File: src/rtl/neg_slope_pkg.sv
package neg_slope_pkg;

    typedef enum logic [1:0] {
        EV_NONE = 2'd0,
        EV_ONE  = 2'd1,
        EV_TWO  = 2'd2
    } drop_ev_e;

    typedef enum logic [1:0] {
        CMP_RISE,
        CMP_DROP,
        CMP_FLAT
    } cmp_res_e;

    function automatic drop_ev_e ev_step(input drop_ev_e cur);
        return (cur == EV_NONE) ? EV_ONE : EV_TWO;
    endfunction

endpackage

File: src/rtl/nsd_sequencer.sv
module nsd_sequencer #(
    parameter int PERIOD_TICKS  = 1380,
    parameter int GATE_TICKS    = 33,
    parameter int PRESET_TICKS  = 11,
    parameter int CONVERT_TICKS = 22
) (
    input  logic clk,
    input  logic rst_n,
    input  logic tick,
    output logic gate_n,
    output logic pre_win,
    output logic cv_win,
    output logic eval
);
    localparam int PH_W = $clog2(PERIOD_TICKS);
    localparam logic [PH_W-1:0] PH_LAST  = PH_W'(PERIOD_TICKS - 1);
    localparam logic [PH_W-1:0] PH_GATE  = PH_W'(GATE_TICKS);
    localparam logic [PH_W-1:0] PH_PRE   = PH_W'(PRESET_TICKS);
    localparam logic [PH_W-1:0] PH_CVEND = PH_W'(PRESET_TICKS + CONVERT_TICKS);
    localparam logic [PH_W-1:0] PH_CVLST = PH_W'(PRESET_TICKS + CONVERT_TICKS - 1);

    typedef struct packed {
        logic [PH_W-1:0] ph;
    } seq_t;

    seq_t s_d, s_q;

    always_comb begin
        s_d = s_q;
        if (tick) begin
            s_d.ph = (s_q.ph == PH_LAST) ? '0 : s_q.ph + 1'b1;
        end
        if (!rst_n) begin
            s_d = '0;
        end
    end

    always_ff @(posedge clk) begin
        s_q <= s_d;
    end

    assign gate_n  = !(s_q.ph < PH_GATE);
    assign pre_win = (s_q.ph < PH_PRE);
    assign cv_win  = (s_q.ph >= PH_PRE) && (s_q.ph < PH_CVEND);
    assign eval    = cv_win && tick && (s_q.ph == PH_CVLST);

    AST_WIN_DISJOINT: assert property (@(posedge clk) disable iff (!rst_n)
        !(pre_win && cv_win));
    AST_WIN_IN_GATE: assert property (@(posedge clk) disable iff (!rst_n)
        (pre_win || cv_win) |-> !gate_n);
    AST_PHASE_HOLD: assert property (@(posedge clk) disable iff (!rst_n)
        rst_n && !tick |=> $stable(gate_n) && $stable(pre_win) && $stable(cv_win));

endmodule

File: src/rtl/nsd_ratchet.sv
module nsd_ratchet
    import neg_slope_pkg::*;
#(
    parameter int CNT_W       = 10,
    parameter int DROP_MARGIN = 2
) (
    input  logic             clk,
    input  logic             rst_n,
    input  logic             pre_win,
    input  logic             cv_win,
    input  logic             eval,
    input  logic             armed,
    input  logic             pulse,
    output logic [CNT_W-1:0] peak,
    output drop_ev_e         events
);
    localparam logic [CNT_W-1:0] CNT_MAX = '1;
    localparam logic [CNT_W:0]   MARGIN  = (CNT_W+1)'(DROP_MARGIN);

    typedef struct packed {
        logic [CNT_W-1:0] cnt;
        logic [CNT_W-1:0] peak;
        drop_ev_e         ev;
    } rat_t;

    rat_t r_d, r_q;
    logic [CNT_W-1:0] sample;
    cmp_res_e         cmp;

    always_comb begin
        sample = r_q.cnt;
        if (cv_win && pulse && (r_q.cnt != CNT_MAX)) begin
            sample = r_q.cnt + 1'b1;
        end
    end

    always_comb begin
        if (sample > r_q.peak) begin
            cmp = CMP_RISE;
        end else if (({1'b0, sample} + MARGIN) <= {1'b0, r_q.peak}) begin
            cmp = CMP_DROP;
        end else begin
            cmp = CMP_FLAT;
        end
    end

    always_comb begin
        r_d = r_q;
        if (pre_win) begin
            r_d.cnt = '0;
        end else if (cv_win) begin
            r_d.cnt = sample;
        end
        if (eval && armed) begin
            unique case (cmp)
                CMP_RISE: begin
                    r_d.peak = sample;
                    r_d.ev   = EV_NONE;
                end
                CMP_DROP: r_d.ev = ev_step(r_q.ev);
                default:  r_d.ev = EV_NONE;
            endcase
        end
        if (!rst_n) begin
            r_d = '0;
        end
    end

    always_ff @(posedge clk) begin
        r_q <= r_d;
    end

    assign peak   = r_q.peak;
    assign events = r_q.ev;

    AST_PEAK_RATCHET: assert property (@(posedge clk) disable iff (!rst_n)
        rst_n |=> peak >= $past(peak));
    AST_COUNT_QUIET: assert property (@(posedge clk) disable iff (!rst_n)
        rst_n && !cv_win && !pre_win |=> $stable(r_q.cnt));
    AST_EVENTS_ONLY_ON_EVAL: assert property (@(posedge clk) disable iff (!rst_n)
        rst_n && !(eval && armed) |=> $stable(events) && $stable(peak));
    AST_EVENTS_RANGE: assert property (@(posedge clk) disable iff (!rst_n)
        events != 2'd3);

endmodule

File: src/rtl/nsd_holdoff.sv
module nsd_holdoff #(
    parameter int START_TICKS   = 60,
    parameter int HOLDOFF_TICKS = 177000,
    parameter bit LONG_HOLDOFF  = 1'b0
) (
    input  logic clk,
    input  logic rst_n,
    input  logic tick,
    output logic armed,
    output logic done
);
    localparam int HOLD_LIMIT = LONG_HOLDOFF ? 4 * HOLDOFF_TICKS : HOLDOFF_TICKS;
    localparam int HC_W       = $clog2(HOLD_LIMIT + 1);
    localparam logic [HC_W-1:0] HC_START = HC_W'(START_TICKS);
    localparam logic [HC_W-1:0] HC_END   = HC_W'(HOLD_LIMIT);

    typedef struct packed {
        logic [HC_W-1:0] hc;
    } hold_t;

    hold_t h_d, h_q;

    always_comb begin
        h_d = h_q;
        if (tick && (h_q.hc != HC_END)) begin
            h_d.hc = h_q.hc + 1'b1;
        end
        if (!rst_n) begin
            h_d = '0;
        end
    end

    always_ff @(posedge clk) begin
        h_q <= h_d;
    end

    assign armed = (h_q.hc >= HC_START);
    assign done  = (h_q.hc == HC_END);

    AST_DONE_STICKY: assert property (@(posedge clk) disable iff (!rst_n)
        rst_n && done |=> done);
    AST_DONE_AFTER_ARM: assert property (@(posedge clk) disable iff (!rst_n)
        done |-> armed);

endmodule

File: src/rtl/neg_slope_detector.sv
module neg_slope_detector
    import neg_slope_pkg::*;
#(
    parameter int PERIOD_TICKS  = 1380,
    parameter int GATE_TICKS    = 33,
    parameter int PRESET_TICKS  = 11,
    parameter int CONVERT_TICKS = 22,
    parameter int CNT_W         = 10,
    parameter int DROP_MARGIN   = 2,
    parameter int START_TICKS   = 60,
    parameter int HOLDOFF_TICKS = 177000,
    parameter bit LONG_HOLDOFF  = 1'b0
) (
    input  logic             clk,
    input  logic             rst_n,
    input  logic             tick,
    input  logic             vfc_pulse,
    output logic             sense_gate_n,
    output logic             preset_win,
    output logic             convert_win,
    output logic [CNT_W-1:0] peak_count,
    output logic [1:0]       drop_events,
    output logic             full_charge
);
    typedef struct packed {
        logic full;
    } top_t;

    logic     eval, armed, done;
    drop_ev_e events;
    top_t     t_d, t_q;

    nsd_sequencer #(
        .PERIOD_TICKS (PERIOD_TICKS),
        .GATE_TICKS   (GATE_TICKS),
        .PRESET_TICKS (PRESET_TICKS),
        .CONVERT_TICKS(CONVERT_TICKS)
    ) u_seq (
        .clk    (clk),
        .rst_n  (rst_n),
        .tick   (tick),
        .gate_n (sense_gate_n),
        .pre_win(preset_win),
        .cv_win (convert_win),
        .eval   (eval)
    );

    nsd_ratchet #(
        .CNT_W      (CNT_W),
        .DROP_MARGIN(DROP_MARGIN)
    ) u_rat (
        .clk    (clk),
        .rst_n  (rst_n),
        .pre_win(preset_win),
        .cv_win (convert_win),
        .eval   (eval),
        .armed  (armed),
        .pulse  (vfc_pulse),
        .peak   (peak_count),
        .events (events)
    );

    nsd_holdoff #(
        .START_TICKS  (START_TICKS),
        .HOLDOFF_TICKS(HOLDOFF_TICKS),
        .LONG_HOLDOFF (LONG_HOLDOFF)
    ) u_hold (
        .clk   (clk),
        .rst_n (rst_n),
        .tick  (tick),
        .armed (armed),
        .done  (done)
    );

    always_comb begin
        t_d = t_q;
        if (done && (events == EV_TWO)) begin
            t_d.full = 1'b1;
        end
        if (!rst_n) begin
            t_d = '0;
        end
    end

    always_ff @(posedge clk) begin
        t_q <= t_d;
    end

    assign drop_events = events;
    assign full_charge = t_q.full;

    AST_FULL_STICKY: assert property (@(posedge clk) disable iff (!rst_n)
        rst_n && full_charge |=> full_charge);
    AST_FULL_AFTER_HOLDOFF: assert property (@(posedge clk) disable iff (!rst_n)
        full_charge |-> done);
    AST_FULL_CAUSE: assert property (@(posedge clk) disable iff (!rst_n)
        rst_n && !full_charge && !(done && events == EV_TWO) |=> !full_charge);

endmodule

File: config.mk
export PLATFORM = sky130hd
export DESIGN_NAME = neg_slope_detector
export DESIGN_NICKNAME = d
export VERILOG_FILES = /design/src/rtl/neg_slope_pkg.sv /design/src/rtl/nsd_sequencer.sv /design/src/rtl/nsd_ratchet.sv /design/src/rtl/nsd_holdoff.sv /design/src/rtl/neg_slope_detector.sv
export SDC_FILE = /design/constraint.sdc
export NUM_CORES = 1
export LEC_CHECK = 0
export BUFFER_PORTS_ARGS = -buffer_cell sky130_fd_sc_hd__buf_2
export CORE_ASPECT_RATIO = 0.75
export CORE_MARGIN = 2
export CORE_UTILIZATION = 60
export CTS_CLUSTER_SIZE = 14
export DETAILED_ROUTE_END_ITERATION = 6
export GPL_TIMING_DRIVEN = 0
export PLACE_DENSITY = 0.79
export SETUP_SLACK_MARGIN = 0.3
export SLEW_MARGIN = 10
export SYNTH_ARGS = -nofsm -noshare
export SYNTH_HDL_FRONTEND = slang
export SYNTH_SLANG_ARGS = --single-unit
File: constraint.sdc
create_clock -name clk -period 4.1 [get_ports clk]
set_input_delay 0.41 -clock clk [delete_from_list [all_inputs] [get_ports clk]]
set_output_delay 0.41 -clock clk [all_outputs]
set_load 0.02 [all_outputs]
### Yosys cells after proc, flatten, opt, wreduce, memory -nomap -nowiden

Cells that the tools add are included.

* add/sub/neg operators: 4
* $lt $le $gt $ge: 6
* eq/ne operators: 7
* muxes and demuxes: 6
* bitwise operators: 1
* reductions and logical operators: 13

Operators with widths (number)
* $add A18 B1 Y18 const B: 1
* $eq A18 B18 Y1 const B: 1
* $ge A18 B6 Y1 const B: 1
* $ne A18 B18 Y1 const B: 1
* $add A10 B2 Y11 const B: 1
* $add A11 B1 Y11 const B: 1
* $eq A11 B11 Y1 const B: 1
* $eq A11 B6 Y1 const B: 1
* $ge A11 B4 Y1 const B: 1
* $le A11 B10 Y1: 1
* $lt A11 B4 Y1 const B: 1
* $lt A11 B6 Y1 const B: 1
* $mux W11: 1
* $add A10 B1 Y10 const B: 1
* $gt A10 B10 Y1: 1
* $mux W10: 1
* $ne A10 B10 Y1 const B: 1
* $logic_and A1 B1 Y1: 8
* $mux W2: 4
* $logic_not A2 Y1: 2
* $eq A2 B1 Y1 const B: 1
* $eq A2 B2 Y1 const B: 1
* $reduce_and A2 Y1: 1
* $reduce_or A2 Y1: 1
* 2 further kinds: 2

* flip-flop bits (word level): 52
* input bits: 4
* output and inout port bits: 16
* word-level logic and storage cells: 43

### Logic depth before layout (Yosys ltp)

* depth after elaboration: 11
* mapped depth: 21
* depth with buffers taken out: 20

### Modules after synthesis

A second synthesis with hierarchy kept.

* cells, all modules: 401
* area, all modules: 3378.2 µm²

Modules (own cells, without submodules)
* nsd_ratchet: instances 1, cells each 203, area an instance 1729.2 µm², seq. area each 440.4 µm²
* nsd_holdoff: instances 1, cells each 118, area an instance 963.4 µm², seq. area each 360.3 µm²
* nsd_sequencer: instances 1, cells each 76, area an instance 649.4 µm², seq. area each 220.2 µm²
* neg_slope_detector: instances 1, cells each 4, area an instance 36.3 µm², seq. area each 20.0 µm²

### Worst setup path after synthesis

No wires, ideal clock.

* kind: register -> register
* start: register u_seq.s_q[0] in the netlist's numbering
* end: register u_rat.r_q (netlist bit u_rat.events[0])
* setup time: 0.087 ns
* arrival: 3.675 ns
* data required time: 4.013 ns
* slack: 0.338 ns
* stages on the path, launching flop included: 22
* buffers on the path: 1
* clock period less this slack: 3.762 ns
* path through: dfxtp_1 > ha_1 > nand2_1 > o21ai_1 > o21ai_1 > clkbuf_1 > nor2_1 > mux2i_1 > inv_1 > ha_1 > nand2_1 > a21oi_1 > o21ai_0 > xnor2_1 > ha_1 > a21o_1 > a211o_1 > nor2_1 > o21ai_0 > a31oi_1 > nand3_1 > o31ai_1

* longest elaborated chain between the ends: 11
* elaborated cells on any way between the ends: 17
* classes of those cells: add/sub (1); order compare (4); eq/ne (2); mux (4); reduce/logical (6)

RTL lines
* start: declaration: line nsd_sequencer.sv:26 `seq_t s_d, s_q;`
* start signal: assignment: line nsd_sequencer.sv:39 `s_q <= s_d;`
* $ge A11 B4 Y1 / $lt A11 B6 Y1 (equally long branches): line nsd_sequencer.sv:44 `assign cv_win = (s_q.ph >= PH_PRE) && (s_q.ph < PH_CVEND);`
* $logic_and A1 B1 Y1 (*): line nsd_sequencer.sv:44
* $logic_and A1 B1 Y1 (*) (2 in series): line nsd_ratchet.sv:32 `if (cv_win && pulse && (r_q.cnt != CNT_MAX)) begin`
* $mux W10 (*): line nsd_ratchet.sv:32
* via u_rat.sample[1]: line nsd_ratchet.sv:27 `logic [CNT_W-1:0] sample;`
* $add A10 B2 Y11: line nsd_ratchet.sv:40 `end else if (({1'b0, sample} + MARGIN) <= {1'b0, r_q.peak}) begin`
* $le A11 B10 Y1: line nsd_ratchet.sv:40
* $mux W2: line nsd_ratchet.sv:40
* $mux W2 (*): line nsd_ratchet.sv:38 `if (sample > r_q.peak) begin`
* $eq A2 B1 Y1 (*): line nsd_ratchet.sv:55 `unique case (cmp)`
* $mux W2 (*): line nsd_ratchet.sv:55
* end signal: assignment: line nsd_ratchet.sv:70 `r_q <= r_d;`
* end: declaration: line nsd_ratchet.sv:26 `rat_t r_d, r_q;`

Mark *: on every way through the listed nets, which the timed path passes. The rest lies on a longest branch.
A chain may end at the register's enable or synchronous reset.

### Final worst setup path

* start: register u_rat.r_q[13] in the netlist's numbering
* end: register u_rat.r_q (netlist bit u_rat.events[0])

* longest elaborated chain between the ends: 9
* elaborated cells on any way between the ends: 11
* classes of those cells: add/sub (2); order compare (2); eq/ne (2); mux (4); reduce/logical (1)

RTL lines (line)
* branches (longest 2 deep; another with $add A10 B1 Y10)
* $mux W10 (*): nsd_ratchet.sv:32
* $add A10 B2 Y11: nsd_ratchet.sv:40
* $le A11 B10 Y1: nsd_ratchet.sv:40
* $mux W2: nsd_ratchet.sv:40
* $mux W2 (*): nsd_ratchet.sv:38
* $eq A2 B1 Y1 (*): nsd_ratchet.sv:55
* $mux W2 (*): nsd_ratchet.sv:55

Mark *: on every way between the ends.

==> results.sh <==
export IMPL_rsz0062_at_grt="yes"
export IMPL_cts_hold_buf=0
export IMPL_viasPerCell=5.84
export IMPL_ys_flop_type="dfxtp_1"
export IMPL_critPathMaxStageDelay_ps=560
export IMPL_grt_start_max_net_pins=19
export IMPL_place_gp_congestion=0.851
export IMPL_critPathSlowestCell="or4_4"
export IMPL_final_cell_mix="nor2_1, dfxtp_1, buf_4, inv_1"
export IMPL_syn_nets=429
export IMPL_min_period_ps=3790
export IMPL_holdWs_ps=433
export IMPL_status="complete, no violations"
export IMPL_path_class="reg -> reg"
export IMPL_crit_family="simple AND/OR/NAND/NOR gates"
export IMPL_crit_chain="ha_4 > and3_4 > nand4_1 > nand3_2 > buf_6 > buf_4 > or4_4 > xor2_4 > nor4b_4 > xnor2_1 > ha_1 > nand4b_1 > o32a_1 > a31oi_2 > nand3_1 > o31ai_1"
export IMPL_cts_root_buf="clkbuf_8"
export IMPL_cts_buffers=5
export IMPL_ir_drop_mv=0.179
export IMPL_drc=0
export IMPL_slew_viol_final=0
export IMPL_cp_start_kind="flop"
export IMPL_diodes=0
export IMPL_die_area_um2=6070
export IMPL_ys_ff_latch=52
export IMPL_cts_sinks=52
export IMPL_hold_violations=0
export IMPL_ctsLongestPathBuffers=2
export IMPL_antenna_found_initial=0
export IMPL_max_cap_violations=0
export IMPL_synth_cells=400
export IMPL_clk_latency_ps=320
export IMPL_drive_above_1_share_pct=25.9
export IMPL_core_um2=5300
export IMPL_hold_class="in -> reg"
export IMPL_cts_tree="built"
export IMPL_via_count=3053
export IMPL_die_h_um=68
export IMPL_grt_pass1_wl_mm=11.9
export IMPL_cp_end_kind="flop"
export IMPL_ioPinCount=20
export IMPL_drt_initial_drc_count=179
export IMPL_wl_per_cell_um=15.5
export IMPL_setup_tns_ps=0
export IMPL_ys_seq_area_share_pct=31.8
export IMPL_place_area_um2=3460
export IMPL_skew_ps=7.74
export IMPL_final_common_cell="nor2_1"
export IMPL_nets=476
export IMPL_h_tree_depth=2
export IMPL_avgSynthCellArea_um2=8.19
export IMPL_grt_pass1_vias=2488
export IMPL_crit_fanout=5
export IMPL_yosys_warnings=0
export IMPL_power_density_nw_per_um2=220
export IMPL_io_buffers=18
export IMPL_antenna_left=0
export IMPL_hpwl_mm=5.49
export IMPL_synth_area_um2=3280
export IMPL_async_flop_share_pct=0
export IMPL_start_util_pct=61.9
export IMPL_fmax_ghz=0.264
export IMPL_tightest_slew_ps=852
export IMPL_area_delta_synth_final_pct=22.5
export IMPL_worst_ep_arrival_time_ps=4030
export IMPL_crit_buf_inv=2
export IMPL_setup_viol=0
export IMPL_gr_total_overflow=0
export IMPL_routed_wl_mm=8.10
export IMPL_path_clk_slew_ps=110
export IMPL_relSlewSlack_pct=41.7
export IMPL_fp_row_count=23
export IMPL_synth_cell_types=59
export IMPL_critPathRequiredTime_ps=4340
export IMPL_drt_first_pass_iters=5
export IMPL_p_leak_nw=1.62
export IMPL_dp_slack_ps=-455
export IMPL_die_w_um=89.3
export IMPL_post_route_period_util_pct=92.4
export IMPL_fin_ws_ps=312
export IMPL_grtUsageTotal_pct=25.6
export IMPL_synth_edff_count=0
export IMPL_final_design_area_no_fill_um2=4010
-- kinds of logic after synthesis --
kind of cell	share of synthesized area, %
adders and majority gates	9.55
muxes	0.611
buffers and inverters	7.64
AOI/OAI and AO/OA	13.6
xor gates and xnor gates	10.7
DFF	31.8
and+or+nand+nor	26.2
-- stage by stage --
stage                     cells  utilization (%)  total power [W]
final                       523             75.8         0.000883
after global routing        523             75.8         0.000914
after CTS                   506             70.4         0.000879
after detailed placement    493             65.4         0.000559
after global placement      493             65.4         0.000558
after floorplan             400                -         0.000549
-- final cells by class --
| type | instances | area [µm²] |
|---|---|---|
| plain buffers | 24 | 175 |
| clock buffers | 5 | 68.8 |
| clock inverters | 3 | 27.5 |
| fillers | 396 | 1280 |
| inverters | 28 | 105 |
| multi-input cells | 296 | 2200 |
| flip-flops and latches | 52 | 1060 |
| well taps | 75 | 93.8 |
| repair buffers | 40 | 277 |
-- final timing paths --
| path | start | end | slack, ps | cells after the start |
|---|---|---|---|---|
| max | u_rat.r_q[13]$_SDFFE_PP0N_ | u_rat.events[0]$_SDFFE_PN0P_ | 310 | 16 |
| min | rst_n | u_hold.h_q[15]$_SDFFE_PN0P_ | 430 | 2 |
| max reg2reg | u_rat.r_q[13]$_SDFFE_PP0N_ | u_rat.events[0]$_SDFFE_PN0P_ | 310 | 16 |
| min reg2reg | full_charge$_SDFFE_PN0P_ | full_charge$_SDFFE_PN0P_ | 510 | 2 |
-- synth_stat cells, drive strengths merged (3+ instances only) --
| cell | number | area share, % |
|---|---|---|
| ha | 25 | 9.5 |
| nor3 | 7 | 1.2 |
| inv | 28 | 3.2 |
| a311oi | 4 | 1.3 |
| nand2b | 4 | 0.76 |
| nor4 | 7 | 2.0 |
| xor2 | 19 | 5.3 |
| nand4 | 15 | 2.9 |
| buf | 15 | 3.4 |
| nand3 | 22 | 3.5 |
| nor2b | 4 | 0.76 |
| o21ai | 10 | 1.5 |
| a31oi | 3 | 0.57 |
| o31ai | 3 | 0.69 |
| a211oi | 10 | 2.3 |
| or2 | 3 | 0.65 |
| clkbuf | 9 | 1.0 |
| nor2 | 60 | 6.9 |
| a21oi | 14 | 2.1 |
| nand4b | 3 | 0.80 |
| nand2 | 23 | 2.7 |
| or4 | 4 | 1.0 |
| dfxtp | 52 | 32 |
| a21o | 3 | 0.69 |
| xnor2 | 20 | 5.3 |
| and3 | 7 | 1.3 |
-- layer usage --
metal | part of all wire, % | GRT usage [%]
met2 | 45 | 38.0
met1 | 47 | 37.4
met3 | 7.0 | 5.67
met4 | 1.4 | 6.53
met5 | 0 | 0
-- repair_timing --
action / CTS / global route
setup buffers: 5 / 15
cloned: 0 / 2
pin swaps: 8 / 23
gates resized for setup: 35 / 35
endpoints found under the setup margin: 12 / 8
-- registers in the layout, summed over array words and instances, names as in the netlist --
name          flops
full_charge       1
u_rat.events      2
u_seq.s_q        11
u_rat.r_q        10
u_rat.peak       10
u_hold.h_q       18
-- where the power goes --
part	internal, W	switching, W	total [W]
combinational	0.0000178	0.0000260	0.0000438
clock	0.000126	0.000200	0.000325
sequential	0.000508	0.00000596	0.000514
total	0.000652	0.000231	0.000883
(Power assumes the default switching activity.)
